<file path="src/rtl/mbs_pkg.sv">
// Package: shared state encoding for the multiplexed bus sequencer.
// Assumes: one transfer at a time, states visited T1,T2,{TW},T3,T4.
package mbs_pkg;
    typedef enum logic [2:0] {
        ST_IDLE = 3'd0,
        ST_T1   = 3'd1,
        ST_T2   = 3'd2,
        ST_TW   = 3'd3,
        ST_T3   = 3'd4,
        ST_T4   = 3'd5
    } bus_st_e;
endpackage

</file>
<file path="src/rtl/mbs_fsm.sv">
// Module: bus state sequencer.
// Steps IDLE->T1->T2->{TW}*->T3->T4->IDLE. READY is sampled on the edge
// leaving T2 or TW. Assumes ready is already synchronous to clk.
module mbs_fsm
    import mbs_pkg::*;
(
    input  logic    clk,
    input  logic    rst_n,
    input  logic    req_valid,
    input  logic    ready,
    output bus_st_e st,
    output logic    accept
);
    bus_st_e st_nxt;

    // Acceptance happens only from IDLE.
    assign accept = (st == ST_IDLE) && req_valid;

    // Next-state selection.
    always_comb begin
        st_nxt = st;
        case (st)
            ST_IDLE: if (req_valid) st_nxt = ST_T1;
            ST_T1:   st_nxt = ST_T2;
            ST_T2:   st_nxt = ready ? ST_T3 : ST_TW;
            ST_TW:   st_nxt = ready ? ST_T3 : ST_TW;
            ST_T3:   st_nxt = ST_T4;
            ST_T4:   st_nxt = ST_IDLE;
            default: st_nxt = ST_IDLE;
        endcase
    end

    // State register with synchronous reset.
    always_ff @(posedge clk) begin
        if (!rst_n) st <= ST_IDLE;
        else        st <= st_nxt;
    end
endmodule

</file>
<file path="src/rtl/mbs_req_reg.sv">
// Module: request holding register.
// Captures all request fields and the interrupt flag on acceptance.
// They stay fixed for the whole transfer. Assumes accept is a single cycle.
module mbs_req_reg #(
    parameter int ADDR_W = 20,
    parameter int DATA_W = 16,
    parameter int SEG_W  = 2
) (
    input  logic              clk,
    input  logic              rst_n,
    input  logic              accept,
    input  logic [ADDR_W-1:0] req_addr,
    input  logic              req_io,
    input  logic              req_wr,
    input  logic              req_bhe,
    input  logic [SEG_W-1:0]  req_seg,
    input  logic [DATA_W-1:0] req_wdata,
    input  logic              if_flag,
    output logic [ADDR_W-1:0] l_addr,
    output logic              l_io,
    output logic              l_wr,
    output logic              l_bhe,
    output logic [SEG_W-1:0]  l_seg,
    output logic [DATA_W-1:0] l_wdata,
    output logic              l_ifl
);
    // Latch the request fields when a transfer is accepted.
    always_ff @(posedge clk) begin
        if (!rst_n) begin
            l_addr  <= '0;
            l_io    <= 1'b0;
            l_wr    <= 1'b0;
            l_bhe   <= 1'b0;
            l_seg   <= '0;
            l_wdata <= '0;
            l_ifl   <= 1'b0;
        end else if (accept) begin
            l_addr  <= req_addr;
            l_io    <= req_io;
            l_wr    <= req_wr;
            l_bhe   <= req_bhe;
            l_seg   <= req_seg;
            l_wdata <= req_wdata;
            l_ifl   <= if_flag;
        end
    end
endmodule

</file>
<file path="src/rtl/mbs_ctl.sv">
// Module: control strobe decoder.
// Produces ALE, the read/write strobes, the buffer controls and the
// busy/done flags from the registered state. The outputs are decoded from
// flops only, so each changes at most once per clock.
module mbs_ctl
    import mbs_pkg::*;
(
    input  bus_st_e st,
    input  logic    l_wr,
    input  logic    l_io,
    output logic    ale,
    output logic    rd_n,
    output logic    wr_n,
    output logic    den,
    output logic    dt_r,
    output logic    m_io,
    output logic    busy,
    output logic    done,
    output logic    ad_oe
);
    logic in_t1, strobe_win, in_t4, active;

    // State window decode.
    always_comb begin
        in_t1      = (st == ST_T1);
        in_t4      = (st == ST_T4);
        strobe_win = (st == ST_T2) || (st == ST_TW) || (st == ST_T3);
        active     = (st != ST_IDLE);
    end

    // Strobe, buffer and flag outputs.
    always_comb begin
        ale   = in_t1;
        rd_n  = !(strobe_win && !l_wr);
        wr_n  = !(strobe_win && l_wr);
        den   = strobe_win || (in_t4 && l_wr);
        dt_r  = active && l_wr;
        m_io  = active && !l_io;
        busy  = active;
        done  = in_t4;
        ad_oe = in_t1 || (l_wr && (strobe_win || in_t4));
    end
endmodule

</file>
<file path="src/rtl/mbs_lines.sv">
// Module: multiplexed line driver and read capture.
// Drives the low lines (address in T1, write data afterwards) and the upper
// lines (address in T1, status afterwards). Captures read data at the end
// of T3. Assumes ADDR_W - DATA_W equals 2 + SEG_W (status S6,S5,seg).
module mbs_lines
    import mbs_pkg::*;
#(
    parameter int ADDR_W = 20,
    parameter int DATA_W = 16,
    parameter int SEG_W  = 2,
    localparam int HI_W  = ADDR_W - DATA_W
) (
    input  logic              clk,
    input  logic              rst_n,
    input  bus_st_e           st,
    input  logic [ADDR_W-1:0] l_addr,
    input  logic              l_wr,
    input  logic              l_bhe,
    input  logic [SEG_W-1:0]  l_seg,
    input  logic [DATA_W-1:0] l_wdata,
    input  logic              l_ifl,
    input  logic [DATA_W-1:0] ad_in,
    output logic [DATA_W-1:0] ad_out,
    output logic [HI_W-1:0]   a_hi_s,
    output logic              bhe_s7,
    output logic [DATA_W-1:0] rd_data
);
    logic [HI_W-1:0] status;
    logic            in_t1, idle;

    assign in_t1 = (st == ST_T1);
    assign idle  = (st == ST_IDLE);
    // Status word: top bit fixed 0, then interrupt flag, then segment code.
    assign status = {1'b0, l_ifl, l_seg};

    // Low lines carry the address in T1 and the write data afterwards.
    always_comb begin
        if (in_t1)     ad_out = l_addr[DATA_W-1:0];
        else if (l_wr) ad_out = l_wdata;
        else           ad_out = '0;
    end

    // Upper lines: address in T1, status in the later bus states, 0 when idle.
    for (genvar g = 0; g < HI_W; g++) begin : g_hi
        assign a_hi_s[g] = idle  ? 1'b0 :
                           in_t1 ? l_addr[DATA_W+g] : status[g];
    end

    // Upper-byte enable (active low) in T1, fixed high otherwise.
    assign bhe_s7 = in_t1 ? !l_bhe : 1'b1;

    // Capture read data on the edge that leaves T3.
    always_ff @(posedge clk) begin
        if (!rst_n)                      rd_data <= '0;
        else if (st == ST_T3 && !l_wr)   rd_data <= ad_in;
    end
endmodule

</file>
<file path="src/rtl/mux_bus_seq.sv">
// Module: multiplexed address/data bus cycle sequencer (top).
// Runs one read or write transfer per accepted request with READY-controlled
// wait states. The shared low lines are split into ad_out/ad_oe/ad_in for an
// external pad. Assumes synchronous inputs and a single requester.
module mux_bus_seq
    import mbs_pkg::*;
#(
    parameter int ADDR_W = 20,
    parameter int DATA_W = 16,
    parameter int SEG_W  = 2,
    localparam int HI_W  = ADDR_W - DATA_W
) (
    input  logic              clk,
    input  logic              rst_n,
    input  logic              req_valid,
    input  logic [ADDR_W-1:0] req_addr,
    input  logic              req_io,
    input  logic              req_wr,
    input  logic              req_bhe,
    input  logic [SEG_W-1:0]  req_seg,
    input  logic [DATA_W-1:0] req_wdata,
    input  logic              if_flag,
    input  logic              ready,
    input  logic [DATA_W-1:0] ad_in,
    output logic              busy,
    output logic              done,
    output logic [DATA_W-1:0] rd_data,
    output logic [DATA_W-1:0] ad_out,
    output logic              ad_oe,
    output logic [HI_W-1:0]   a_hi_s,
    output logic              bhe_s7,
    output logic              ale,
    output logic              rd_n,
    output logic              wr_n,
    output logic              m_io,
    output logic              dt_r,
    output logic              den
);
    bus_st_e           st;
    logic              accept;
    logic [ADDR_W-1:0] l_addr;
    logic              l_io, l_wr, l_bhe, l_ifl;
    logic [SEG_W-1:0]  l_seg;
    logic [DATA_W-1:0] l_wdata;

    mbs_fsm u_fsm (
        .clk(clk), .rst_n(rst_n), .req_valid(req_valid), .ready(ready),
        .st(st), .accept(accept)
    );

    mbs_req_reg #(.ADDR_W(ADDR_W), .DATA_W(DATA_W), .SEG_W(SEG_W)) u_req (
        .clk(clk), .rst_n(rst_n), .accept(accept),
        .req_addr(req_addr), .req_io(req_io), .req_wr(req_wr),
        .req_bhe(req_bhe), .req_seg(req_seg), .req_wdata(req_wdata),
        .if_flag(if_flag),
        .l_addr(l_addr), .l_io(l_io), .l_wr(l_wr), .l_bhe(l_bhe),
        .l_seg(l_seg), .l_wdata(l_wdata), .l_ifl(l_ifl)
    );

    mbs_ctl u_ctl (
        .st(st), .l_wr(l_wr), .l_io(l_io),
        .ale(ale), .rd_n(rd_n), .wr_n(wr_n), .den(den), .dt_r(dt_r),
        .m_io(m_io), .busy(busy), .done(done), .ad_oe(ad_oe)
    );

    mbs_lines #(.ADDR_W(ADDR_W), .DATA_W(DATA_W), .SEG_W(SEG_W)) u_lines (
        .clk(clk), .rst_n(rst_n), .st(st),
        .l_addr(l_addr), .l_wr(l_wr), .l_bhe(l_bhe), .l_seg(l_seg),
        .l_wdata(l_wdata), .l_ifl(l_ifl), .ad_in(ad_in),
        .ad_out(ad_out), .a_hi_s(a_hi_s), .bhe_s7(bhe_s7), .rd_data(rd_data)
    );
endmodule

</file>
<file path="config.mk">
export PLATFORM = sky130hd
export DESIGN_NAME = mux_bus_seq
export DESIGN_NICKNAME = d
export VERILOG_FILES = /design/src/rtl/mbs_pkg.sv /design/src/rtl/mbs_fsm.sv /design/src/rtl/mbs_req_reg.sv /design/src/rtl/mbs_ctl.sv /design/src/rtl/mbs_lines.sv /design/src/rtl/mux_bus_seq.sv
export SDC_FILE = /design/constraint.sdc
export NUM_CORES = 1
export LEC_CHECK = 0
export BUFFER_PORTS_ARGS = -buffer_cell sky130_fd_sc_hd__buf_4
export CAP_MARGIN = 20
export CORE_UTILIZATION = 43
export CTS_CLUSTER_SIZE = 12
export DETAILED_ROUTE_END_ITERATION = 7
export PLACE_DENSITY = 0.75
export REMOVE_ABC_BUFFERS = 1
export SLEW_MARGIN = 5
export SYNTH_ARGS = -nofsm -noshare
export SYNTH_HDL_FRONTEND = slang
export SYNTH_SLANG_ARGS = --single-unit
</file>
<file path="constraint.sdc">
create_clock -name clk -period 1.5 [get_ports clk]
set_input_delay 0.225 -clock clk [delete_from_list [all_inputs] [get_ports clk]]
set_output_delay 0.225 -clock clk [all_outputs]
set_load 0.005 [all_outputs]
</file>
Word level (Yosys, flattened, before mapping)
Index checks and enable logic that the tools add are counted.
W data, S select, Z words.
{ "op_classes": {"n_mux": 14, "reduce_logical": 21, "n_eq_ne": 6} }
{ "op_table": {"columns": ["op", "n"], "rows": [
  ["$mux W16", 2],
  ["$pmux W3 S4", 1],
  ["$mux W1", 9],
  ["$logic_and A1 B1 Y1", 8],
  ["$eq A3 B2 Y1 const B", 2],
  ["$eq A3 B3 Y1 const B", 2],
  ["$mux W3", 2],
  ["$logic_not A1 Y1", 5],
  ["$logic_or A1 B1 Y1", 5],
  ["$eq A3 B1 Y1 const B", 1],
  ["$logic_not A3 Y1", 1],
  ["$reduce_bool A3 Y1", 1],
  ["$ne A2 B2 Y1 const B", 1],
  ["$reduce_or A2 Y1", 1]
]} }
{ "word_totals": {"input_bits": 62, "output_inout_bits": 46, "regBits": 61, "wordCells": 50} }

Depth between registers and ports, before layout
Gate-level depths: netlist (run 1).
{ "logic_depth": {"ltp_word": 6, "depth_mapped": 6, "mapped_depth_nobuf": 4} }

Hierarchy
From an unflattened synthesis (run 1), not the netlist that was laid out.
{ "unflattened": {"hier_cells": 298, "hier_area_um2": 2886.5} }
{ "by_module_without_submodules": {"columns": ["module", "area_per_inst_um2", "instances", "cells_each", "seq_area_each_um2"], "rows": [
  ["mbs_req_reg", 1630.3, 1, 135, 840.8],
  ["mbs_lines", 1029.7, 1, 136, 320.3],
  ["mbs_fsm", 120.1, 1, 13, 60.1],
  ["mbs_ctl", 106.4, 1, 14, 0.0]
]} }

Worst setup path after synthesis (run 1)
Ideal clock, no wire load.
{ "synth_timing": {"path_type": "register -> output", "from": "register u_fsm.st[2]", "to": "output port den", "slack_ps": -69, "path_stages_with_launch": 6, "path_buffers": 1, "t_required_ps": 1275, "arrival_time_ps": 1344, "path_cell_list": "dfxtp_1 clkbuf_1 inv_1 ha_1 a21oi_1 a21bo_2"} }
{ "synth_between": {"elab_chain_len": 4, "word_cells_on_any_way": 8, "classes_between": "eq/ne: 4; reduce/logical: 4"} }
{ "synth_lines": {"columns": ["item", "line_no", "source"], "rows": [
  ["start: declaration", "mbs_fsm.sv:11", "output bus_st_e st,"],
  ["start signal: assignment", "mbs_fsm.sv:36", "else st <= st_nxt;"],
  ["$eq A3 B2 Y1", "mbs_ctl.sv:27", "strobe_win = (st == ST_T2) || (st == ST_TW) || (st == ST_T3);"],
  ["$logic_or A1 B1 Y1 (2 in series)", "mbs_ctl.sv:27", null],
  ["$logic_or A1 B1 Y1 (*)", "mbs_ctl.sv:36", "den = strobe_win || (in_t4 && l_wr);"],
  ["end: declaration", "mux_bus_seq.sv:37", "output logic den"]
]} }
Every way passes the cells marked *; elsewhere a longest branch is shown, timed or not.

Worst setup path in the final report (run 1)
{ "layout_timing": {"from": "register u_fsm.st[0]", "to": "output port ad_out[13]"} }
{ "layout_between": {"elab_chain_len": 2} }
{ "layout_lines": {"columns": ["item", "line_no", "source"], "rows": [
  ["$eq A3 B1 Y1", "mbs_lines.sv:31", "assign in_t1 = (st == ST_T1);"],
  ["$mux W16", "mbs_lines.sv:38", "if (in_t1) ad_out = l_addr[DATA_W-1:0];"],
  ["end: declaration", "mux_bus_seq.sv:28", "output logic [DATA_W-1:0] ad_out,"]
]} }
No other way between the ends.

==> results.toml, run 1 <==
[floorplanning]
die_area_um2 = 6560
start_util_pct = 45.0
die_y_um = 81.0
top_level_ports = 108
core_area_um2 = 5960
die_w_um = 81.0
rows = 28

[timing]
setup_slack_ns = -0.402
fin_crit_ns = 1.90
relSlewSlack_pct = 81.0
setup_viol = 74
finalCritPeriodShare_pct = 127
rsz0062_at_grt = "true"
slew_violations = 0
worst_pin_slew_ns = 0.284
holdWs_ns = 0.113
fmax_mhz = 526
finalHoldViolations = 0
final.setup_skew_ns = 0.00890

[run_status]
violations = "negative setup slack"
status = "finished, violations left"

[grt]
grt_usage_pct = 22.0
grt_pass1_wl_um = 11000
grt_antenna_before_repair = 0
grt_pass1_vias = 2477
grt_max_degree = 71
overflow = 0

[worst_setup_path]
endpoint_kind = "primary output"
arrival_ns = 1.68
path_class = "flop to primary output"
max_stage_delay_ns = 0.45
cp_data_required_time_ns = 1.27
path_max_fanout = 7
path_cells = "nor3b_4, buf_12, clkbuf_16, nand2_2, o21ai_1, buf_4"
worst_setup_path_start_kind = "flop"
cp_slowest_cell = "dfxtp_2"

[place]
place_ws_ns = 0.00803
post_dp_cell_area_um2 = 3580
gp_congestion = 0.795
dp_hpwl_um = 4500
dpl.cell_count = 518
port_buffers = 107

[yosys]
netlist_instances = 356
ys_types = 27
yosysWarningCount = 0
avgSynthCellArea_um2 = 7.53
synth-seq-area-share_pct = 45.5
ys_seq_elements = 61
synth.cell_area_um2 = 2680

[routing]
drt_iter0_drc = 218
wl_met2_um = 5240
drc = 0
highest-signal-layer = "met4"
wl_per_cell_um = 19.2
dr_wl_met3_um = 921
ant_nets = 0
first_pass_iters = 5
drt_wl_total_um = 11000
dr_total_vias = 3268
wl_met1_um = 4210
vias_per_cell = 5.71

[power_and_ir_drop]
power_density_nw_per_um2 = 1110
vdd_drop_max_uv = 757
p_leak_nw = 2.11

[cells_and_area]
post-route-util_pct = 81.3
syn2layout_area_growth_pct = 80.5
final_area_um2 = 4840
nets = 556
drive_gt1_share_pct = 55.9
finalNonFillerCells = 572
diodes = 0

[job]
maxCapViolCount = 0

[cts]
cts.reportedPaths.clkPinSlew_ns = 0.07
cts_sinks = 61
cts_buffers = 9
clockBufferDepth = 2
cts_tree = "done"
insertion_delay_ns = 0.34
cts-root-buf = "clkbuf_8"
h-tree-depth = 3

[worst_hold_path]
hp-class = "input pin to flop"
final cells by class:
class / count / area (um2)
inverters: 4 / 17.5
flip-flops and latches: 61 / 1230
well taps: 75 / 93.8
multi-input cells: 257 / 1690
clock inverters: 4 / 45.0
fillers: 385 / 1120
repair buffers: 159 / 1600
clock buffers: 12 / 165
registers in the layout, indices dropped and copies added (netlist names):
| register | count |
|---|---|
| u_fsm.st | 3 |
| u_lines.rd_data | 16 |
| u_req.l_addr | 20 |
| u_req.l_bhe | 1 |
| u_req.l_ifl | 1 |
| u_req.l_io | 1 |
| u_req.l_seg | 2 |
| u_req.l_wdata | 16 |
| u_req.l_wr | 1 |
stage by stage:
stage                     total power [mW]  TNS (ns)
after floorplan                       2.23   -120.74
after global placement                2.74         0
after detailed placement              2.76         0
after CTS                             4.37     -5.89
after global routing                  5.54    -23.01
final                                 5.36    -19.16
per-layer routing:
layer / vias up / track usage [%]
met5: - / 0
met4: 0 / 12.1
met3: 56 / 3.60
met2: 191 / 37.7
met1: 1539 / 26.0
li1: 1482 / -
final timing paths:
kind	depth (start not counted)	start	to	slack [ns]
worst max-delay path	6	u_fsm.st[0]	ad_out[13]	-0.40
worst min-delay path	3	req_addr[19]	u_req.l_addr[19]	0.11
worst max register to register	9	u_fsm.st[1]	u_req.l_addr[1]	-0.36
worst min register to register	2	u_req.l_addr[19]	u_req.l_addr[19]	0.45
placed cells by master (no fill, tap or decap), drive strengths merged:
| cell | instances |
|---|---|
| a211oi | 1 |
| a21bo | 1 |
| a21o | 1 |
| a21oi | 4 |
| a22oi | 1 |
| and2 | 2 |
| and3 | 1 |
| buf | 148 |
| bufinv | 1 |
| clkbuf | 23 |
| clkinv | 3 |
| dfxtp | 61 |
| ha | 2 |
| inv | 4 |
| nand2 | 94 |
| nand2b | 1 |
| nand3 | 61 |
| nor2 | 3 |
| nor3b | 1 |
| nor4b | 1 |
| o21ai | 80 |
| or2 | 1 |
| or3 | 1 |
| or4b | 1 |
synthesized netlist by cell type, drive strengths merged:
cell,count,share of area [%]
nor4b,1,0.56
a21bo,1,0.37
a211oi,1,0.28
clkbuf,19,2.8
a21oi,4,0.75
or2,1,0.23
nor3b,1,0.47
nand3,61,11
or3,1,0.23
a21o,1,0.28
or4b,1,0.37
nor2,3,0.42
and3,1,0.23
nand2,94,13
a22oi,1,0.28
nand2b,1,0.23
dfxtp,61,46
ha,2,0.93
and2,2,0.47
o21ai,80,17
inv,4,0.56
buf,15,3.9
report_power, final:
part	internal [mW]	switching (mW)	total (mW)
Combinational	1.01	0.927	1.93
Sequential	1.77	0.112	1.88
Clock	0.895	0.655	1.55
cells by family (layout without fill, tap and decap cells):
family,count (synthesis),after routing,synth area share (%)
AND/OR/NAND/NOR,167,167,27.8
AO/OA/AOI/OAI,88,88,18.6
flip-flops,61,61,45.5
buffers and inverters,38,179,7.19
adder cells (fa/ha/maj),2,2,0.933
critical path: cells and delay by family, from the launching register on:
kind | cells | cell delay [ns]
buffers and inverters | 3 | 0.47
DFF | 1 | 0.45
and+or+nand+nor | 2 | 0.31
AOI/OAI and AO/OA | 1 | 0.09
what timing repair did:
action | 4_1_cts | 5_1_grt
endpoints found under the setup margin | 30 | 84
hold buffers | 0 | 0
resized for setup | 23 | 170
pin swaps | 0 | 47
hold endpoints to repair | 0 | 0
gates cloned | 0 | 21
buffers inserted | 7 | 12
Power figures use the tool's default switching activity.
==> run 2, diff against run 1 <==
--- a/config.mk
+++ b/config.mk
@@ -5,14 +5,14 @@
 export SDC_FILE = /design/constraint.sdc
 export NUM_CORES = 1
 export LEC_CHECK = 0
-export BUFFER_PORTS_ARGS = -buffer_cell sky130_fd_sc_hd__buf_4
 export CAP_MARGIN = 20
-export CORE_UTILIZATION = 43
+export CORE_UTILIZATION = 56
 export CTS_CLUSTER_SIZE = 12
 export DETAILED_ROUTE_END_ITERATION = 7
-export PLACE_DENSITY = 0.75
+export DONT_BUFFER_PORTS = 1
+export PLACE_DENSITY = 0.74
 export REMOVE_ABC_BUFFERS = 1
-export SLEW_MARGIN = 5
+export SLEW_MARGIN = 20
 export SYNTH_ARGS = -nofsm -noshare
 export SYNTH_HDL_FRONTEND = slang
 export SYNTH_SLANG_ARGS = --single-unit
==> results.toml, run 2 (synthesized netlist as in run 1, its figures left out) <==
[cells_and_area]
drive_gt1_share_pct = 39.5
max_flop_register = "u_req.l_addr"
final_common_cell = "nand2_1"
largest_register_ffs = 20
finalNonFillerCells = 432
nets = 439
diodes = 0
top_regs = "u_req.l_addr x20, u_lines.rd_data x16, u_req.l_wdata x16"
final_area_um2 = 3760
post-route-util_pct = 84.1
syn2layout_area_growth_pct = 40.4
final_cell_mix = "75 x nand2_1, 58 x dfxtp_1, 42 x nand3_1"

[timing]
fmax_mhz = 558
setup_viol = 81
final.setup_skew_ns = 0.00976
worst_pin_slew_ns = 0.327
setup_slack_ns = -0.294
relSlewSlack_pct = 78.1
fin_setup_tns_ns = -8.41
fin_crit_ns = 1.79
holdWs_ns = 0.0112
rsz0062_at_grt = "true"
finalCritPeriodShare_pct = 120
finalHoldViolations = 0
slew_violations = 0

[routing]
dr_total_vias = 2725
drt_wl_total_um = 8850
wl_per_cell_um = 20.5
vias_per_cell = 6.31
ant_nets = 0
drc = 6
first_pass_iters = 7
drt_iter0_drc = 255

[place]
dp_hpwl_um = 3580
post_dp_cell_area_um2 = 2710
dpl.cell_count = 386
port_buffers = 0
place_ws_ns = 0.0444
gp_congestion = 0.928

[floorplanning]
die_area_um2 = 5070
rows = 24
start_util_pct = 59.9
die_y_um = 71.2
top_level_ports = 108
core_area_um2 = 4470
die_w_um = 71.2

[cts]
h-tree-depth = 3
ctsHoldBuffers = 0
insertion_delay_ns = 0.34
cts_sinks = 61
cts_buffers = 9
clockBufferDepth = 2
cts.reportedPaths.clkPinSlew_ns = 0.06
cts-root-buf = "clkbuf_8"
cts_tree = "done"

[worst_setup_path]
worst_setup_path_start_kind = "flop"
worst-path-stages = 6
endpoint_kind = "primary output"
crit_family = "buffers and inverters"
r2r_cells = 8
startpoint = "u_fsm.st[2]"
reg2reg_from = "u_fsm.st[2]"
cp_slowest_cell = "dfxtp_4"
path_cells = "buf_6, nor3b_4, buf_12, buf_8, nand2_2, o21ai_2"
crit_end = "ad_out[9]"
path_class = "flop to primary output"
crit_buf_inv = 3
r2r_slack_ns = -0.13
path_max_fanout = 6
cp_data_required_time_ns = 1.27
timing.rr.end = "u_req.l_bhe"
arrival_ns = 1.57
max_stage_delay_ns = 0.35

[grt]
grt_busiest_layer = "met2"
grt_pass1_wl_um = 9740
grt_max_degree = 118
grt_use_met2_pct = 38.9
use_met3_pct = 6.55
met1_usage_pct = 31.9
grt_antenna_before_repair = 0
grt_usage_pct = 25.0
overflow = 0
grt_pass1_vias = 2032

[job]
maxCapViolCount = 0

[run_status]
status = "finished, violations left"
violations = "design-rule violations, negative setup slack"

[power_and_ir_drop]
p_leak_nw = 1.46
vdd_drop_max_uv = 802
finalPower_mw = 4.74
power_density_nw_per_um2 = 1260

[worst_hold_path]
hp-class = "input pin to flop"
run 2: cell types whose count changed in the layout (fill, tap and decap cells not counted), moves of 5 or more:
| cell | before | now |
|---|---|---|
| buf_4 | 114 | 11 |
| o21ai_0 | 2 | 23 |
| o21ai_1 | 38 | 22 |
| nand3_1 | 31 | 42 |
| nand3_2 | 28 | 18 |
| buf_6 | 22 | 15 |
| o21ai_2 | 39 | 33 |
| nand2_2 | 10 | 15 |
run 2: worst min path at each step:
| stage | from | endpoint | slack (ns) | cells after the start |
|---|---|---|---|---|
| 2_1_floorplan | req_addr[0] | u_req.l_addr[0] | 0.36 | 2 |
| 5_1_grt | ad_in[3] | u_lines.rd_data[3] | 0.008 | 2 |
| 6_report | req_addr[1] | u_req.l_addr[1] | 0.01 | 2 |
| 3_3_place_gp | req_wdata[12] | u_req.l_wdata[12] | 0.36 | 2 |
| 3_5_place_dp | req_addr[12] | u_req.l_addr[12] | 0.37 | 2 |
| 4_1_cts | ad_in[4] | u_lines.rd_data[4] | 0.01 | 2 |
run 2: worst register-to-register path, cell delays in order (launching register included):
cell and delay [ns]:
dfxtp_4 0.35, buf_4 0.15, buf_6 0.12, nor4b_4 0.28, buf_6 0.22, buf_6 0.15, clkbuf_16 0.15, nand3_1 0.07
o21ai_1 0.07
run 2: routing by layer:
layer / wire, um / share of wire (%)
met5: 0 / 0
met4: 312 / 3.5
met3: 703 / 7.9
met2: 4370 / 49
met1: 3460 / 39
run 2: layout make-up:
type	count	area, um2
clock inverters	4	45.0
well taps	52	65.1
multi-input cells	257	1630
fillers	256	709
flip-flops and latches	61	1230
repair buffers	42	612
clock buffers	12	165
inverters	4	15.0
run 2: where the power goes:
part	switching, mW	internal, mW
registers	0.0993	1.76
logic	0.692	0.651
clock network	0.634	0.895
total	1.43	3.31
run 2: what timing repair did:
action                     in CTS  in global routing
buffers inserted               12                  7
gates resized for setup        60                 90
cloned                          2                 12
pin swaps                      12                 12
hold endpoints to repair        0                  0
setup endpoints to repair      27                 88
==> run 3, diff against run 2 <==
--- a/config.mk
+++ b/config.mk
@@ -6,12 +6,12 @@
 export NUM_CORES = 1
 export LEC_CHECK = 0
 export CAP_MARGIN = 20
-export CORE_UTILIZATION = 56
-export CTS_CLUSTER_SIZE = 12
+export CORE_UTILIZATION = 64
 export DETAILED_ROUTE_END_ITERATION = 7
 export DONT_BUFFER_PORTS = 1
-export PLACE_DENSITY = 0.74
+export PLACE_DENSITY = 0.8
 export REMOVE_ABC_BUFFERS = 1
+export SKIP_CTS_REPAIR_TIMING = 1
 export SLEW_MARGIN = 20
 export SYNTH_ARGS = -nofsm -noshare
 export SYNTH_HDL_FRONTEND = slang
==> constraint.sdc (replaced) <==
create_clock -name clk -period 2.2 [get_ports clk]
set_input_delay 0.33 -clock clk [delete_from_list [all_inputs] [get_ports clk]]
set_output_delay 0.33 -clock clk [all_outputs]
set_load 0.005 [all_outputs]
==> results.toml, run 3 (synthesized netlist as in run 1, its figures left out) <==
[run_status]
status = "complete, no violations"

[cells_and_area]
final_common_cell = "nand2_1"
finalNonFillerCells = 393
nets = 402
largest_register_ffs = 20
final_cell_mix = "94 x nand2_1, 61 x nand3_1, 60 x o21ai_0, 60 x dfxtp_1, 12 x o21ai_2"
diodes = 0
max_flop_register = "u_req.l_addr"
top_regs = "u_req.l_addr x20, u_lines.rd_data x16, u_req.l_wdata x16"
syn2layout_area_growth_pct = 6.58
drive_gt1_share_pct = 10.8

[routing]
drt_wl_total_um = 5430
drc = 0
dr_total_vias = 2253
drt_iter0_drc = 166
first_pass_iters = 5
vias_per_cell = 5.73
wl_per_cell_um = 13.8
ant_nets = 0

[worst_setup_path]
path_cells = "nor3b_4, buf_4, nand2_1, o21ai_0"
cp_data_required_time_ns = 1.87
r2r_slack_ns = 0.64
timing.rr.end = "u_lines.rd_data[15]"
endpoint_kind = "primary output"
arrival_ns = 1.66
cp_slowest_cell = "dfxtp_1"
path_max_fanout = 37
reg2reg_from = "u_fsm.st[1]"
r2r_cells = 4
worst_setup_path_start_kind = "flop"
path_class = "flop to primary output"
max_stage_delay_ns = 0.51

[power_and_ir_drop]
internal-power_mw = 2.02
p_leak_nw = 1.03
finalPower_mw = 2.72
power_density_nw_per_um2 = 951
clkPwrFrac_pct = 40.6
power_switching_share_pct = 25.8
switchingPower_mw = 0.702
p_seq_share_pct = 46.6
p_comb_share_pct = 12.8
vdd_drop_max_uv = 599

[floorplanning]
core_area_um2 = 4000
die_area_um2 = 4450
rows = 23
die_w_um = 66.7
die_y_um = 66.7
start_util_pct = 67.0
top_level_ports = 108

[timing]
fin_crit_ns = 1.99
worst_pin_slew_ns = 0.436
relSlewSlack_pct = 70.9
finalCritPeriodShare_pct = 90.5
fmax_mhz = 502
slew_violations = 0
final.setup_skew_ns = 0.00743
rsz0062_at_grt = "false"
finalHoldViolations = 0
setup_viol = 0

[place]
dp_hpwl_um = 3320
dpl.cell_count = 377
port_buffers = 0
gp_congestion = 0.782

[worst_hold_path]
hp-class = "input pin to flop"
hold_end = "u_lines.rd_data[3]"
min-delay-start = "ad_in[3]"
hold_depth = 2

[grt]
overflow = 0
grt_pass1_wl_um = 7930
grt_usage_pct = 23.9
grt_pass1_vias = 1849
grt_antenna_before_repair = 0
grt_max_degree = 118

[cts]
cts-root-buf = "clkbuf_8"
cts.reportedPaths.clkPinSlew_ns = 0.07
h-tree-depth = 3
cts_tree = "done"
cts_sinks = 61
clockBufferDepth = 2
cts_buffers = 9
insertion_delay_ns = 0.33

[job]
maxCapViolCount = 0
## run 3: area by class of cell
class	instances	area [um2]
multi-input cells	257	1280
flip-flops and latches	61	1220
fillers	344	1140
clock buffers	12	155
clock inverters	4	70.1
well taps	50	62.6
repair buffers	5	50.0
inverters	4	15.0
## run 3: worst max path at each step
stage | end | slack, ns | cells after the start | startpoint
2_1_floorplan | u_req.l_addr[0] | -1.82 | 2 | u_fsm.st[2]
3_3_place_gp | den | 0.51 | 4 | u_fsm.st[2]
6_report | ad_out[5] | 0.21 | 4 | u_fsm.st[0]
5_1_grt | den | 0.07 | 3 | u_fsm.st[1]
3_5_place_dp | den | 0.44 | 4 | u_fsm.st[2]
4_1_cts | den | 0.08 | 4 | u_fsm.st[2]
## run 3: metrics by stage
step                utilization (%)  instance area (um2)  hold WS, ns  TNS, ns  worst slack (ns)
floorplan                         -                 2500        0.429   -75.96             -1.82
global route                   71.4                 2860        0.115        0            0.0673
detailed placement             65.8                 2630        0.442        0             0.442
CTS                            71.4                 2860        0.114        0            0.0843
finish                         71.4                 2860        0.120        0             0.209
global placement               65.8                 2630        0.437        0             0.511
## run 3: metal layers
metal | wire, um | global-route usage [%] | vias up
met5 | 0 | 0 | -
met4 | 54 | 6.38 | 0
met3 | 410 | 10.6 | 6
met2 | 2640 | 39.3 | 70
met1 | 2330 | 28.1 | 1009
li1 | - | - | 1168
## run 3: worst max-delay path, delay by kind of cell (launching register included)
| kind | cells | cell delay, ns |
|---|---|---|
| DFF | 1 | 0.51 |
| AOI/OAI and AO/OA | 1 | 0.13 |
| and+or+nand+nor | 2 | 0.33 |
| buffers and inverters | 1 | 0.35 |
## run 3: power groups by stage
| stage | registers (mW) | clock network, mW | logic (mW) |
|---|---|---|---|
| 2_1_floorplan | 1.28 | 0 | 0.244 |
| 3_3_place_gp | 1.29 | 0 | 0.338 |
| 3_5_place_dp | 1.29 | 0 | 0.348 |
| 4_1_cts | 1.27 | 1.12 | 0.351 |
| 5_1_grt | 1.28 | 1.17 | 0.392 |
| 6_report | 1.27 | 1.10 | 0.348 |
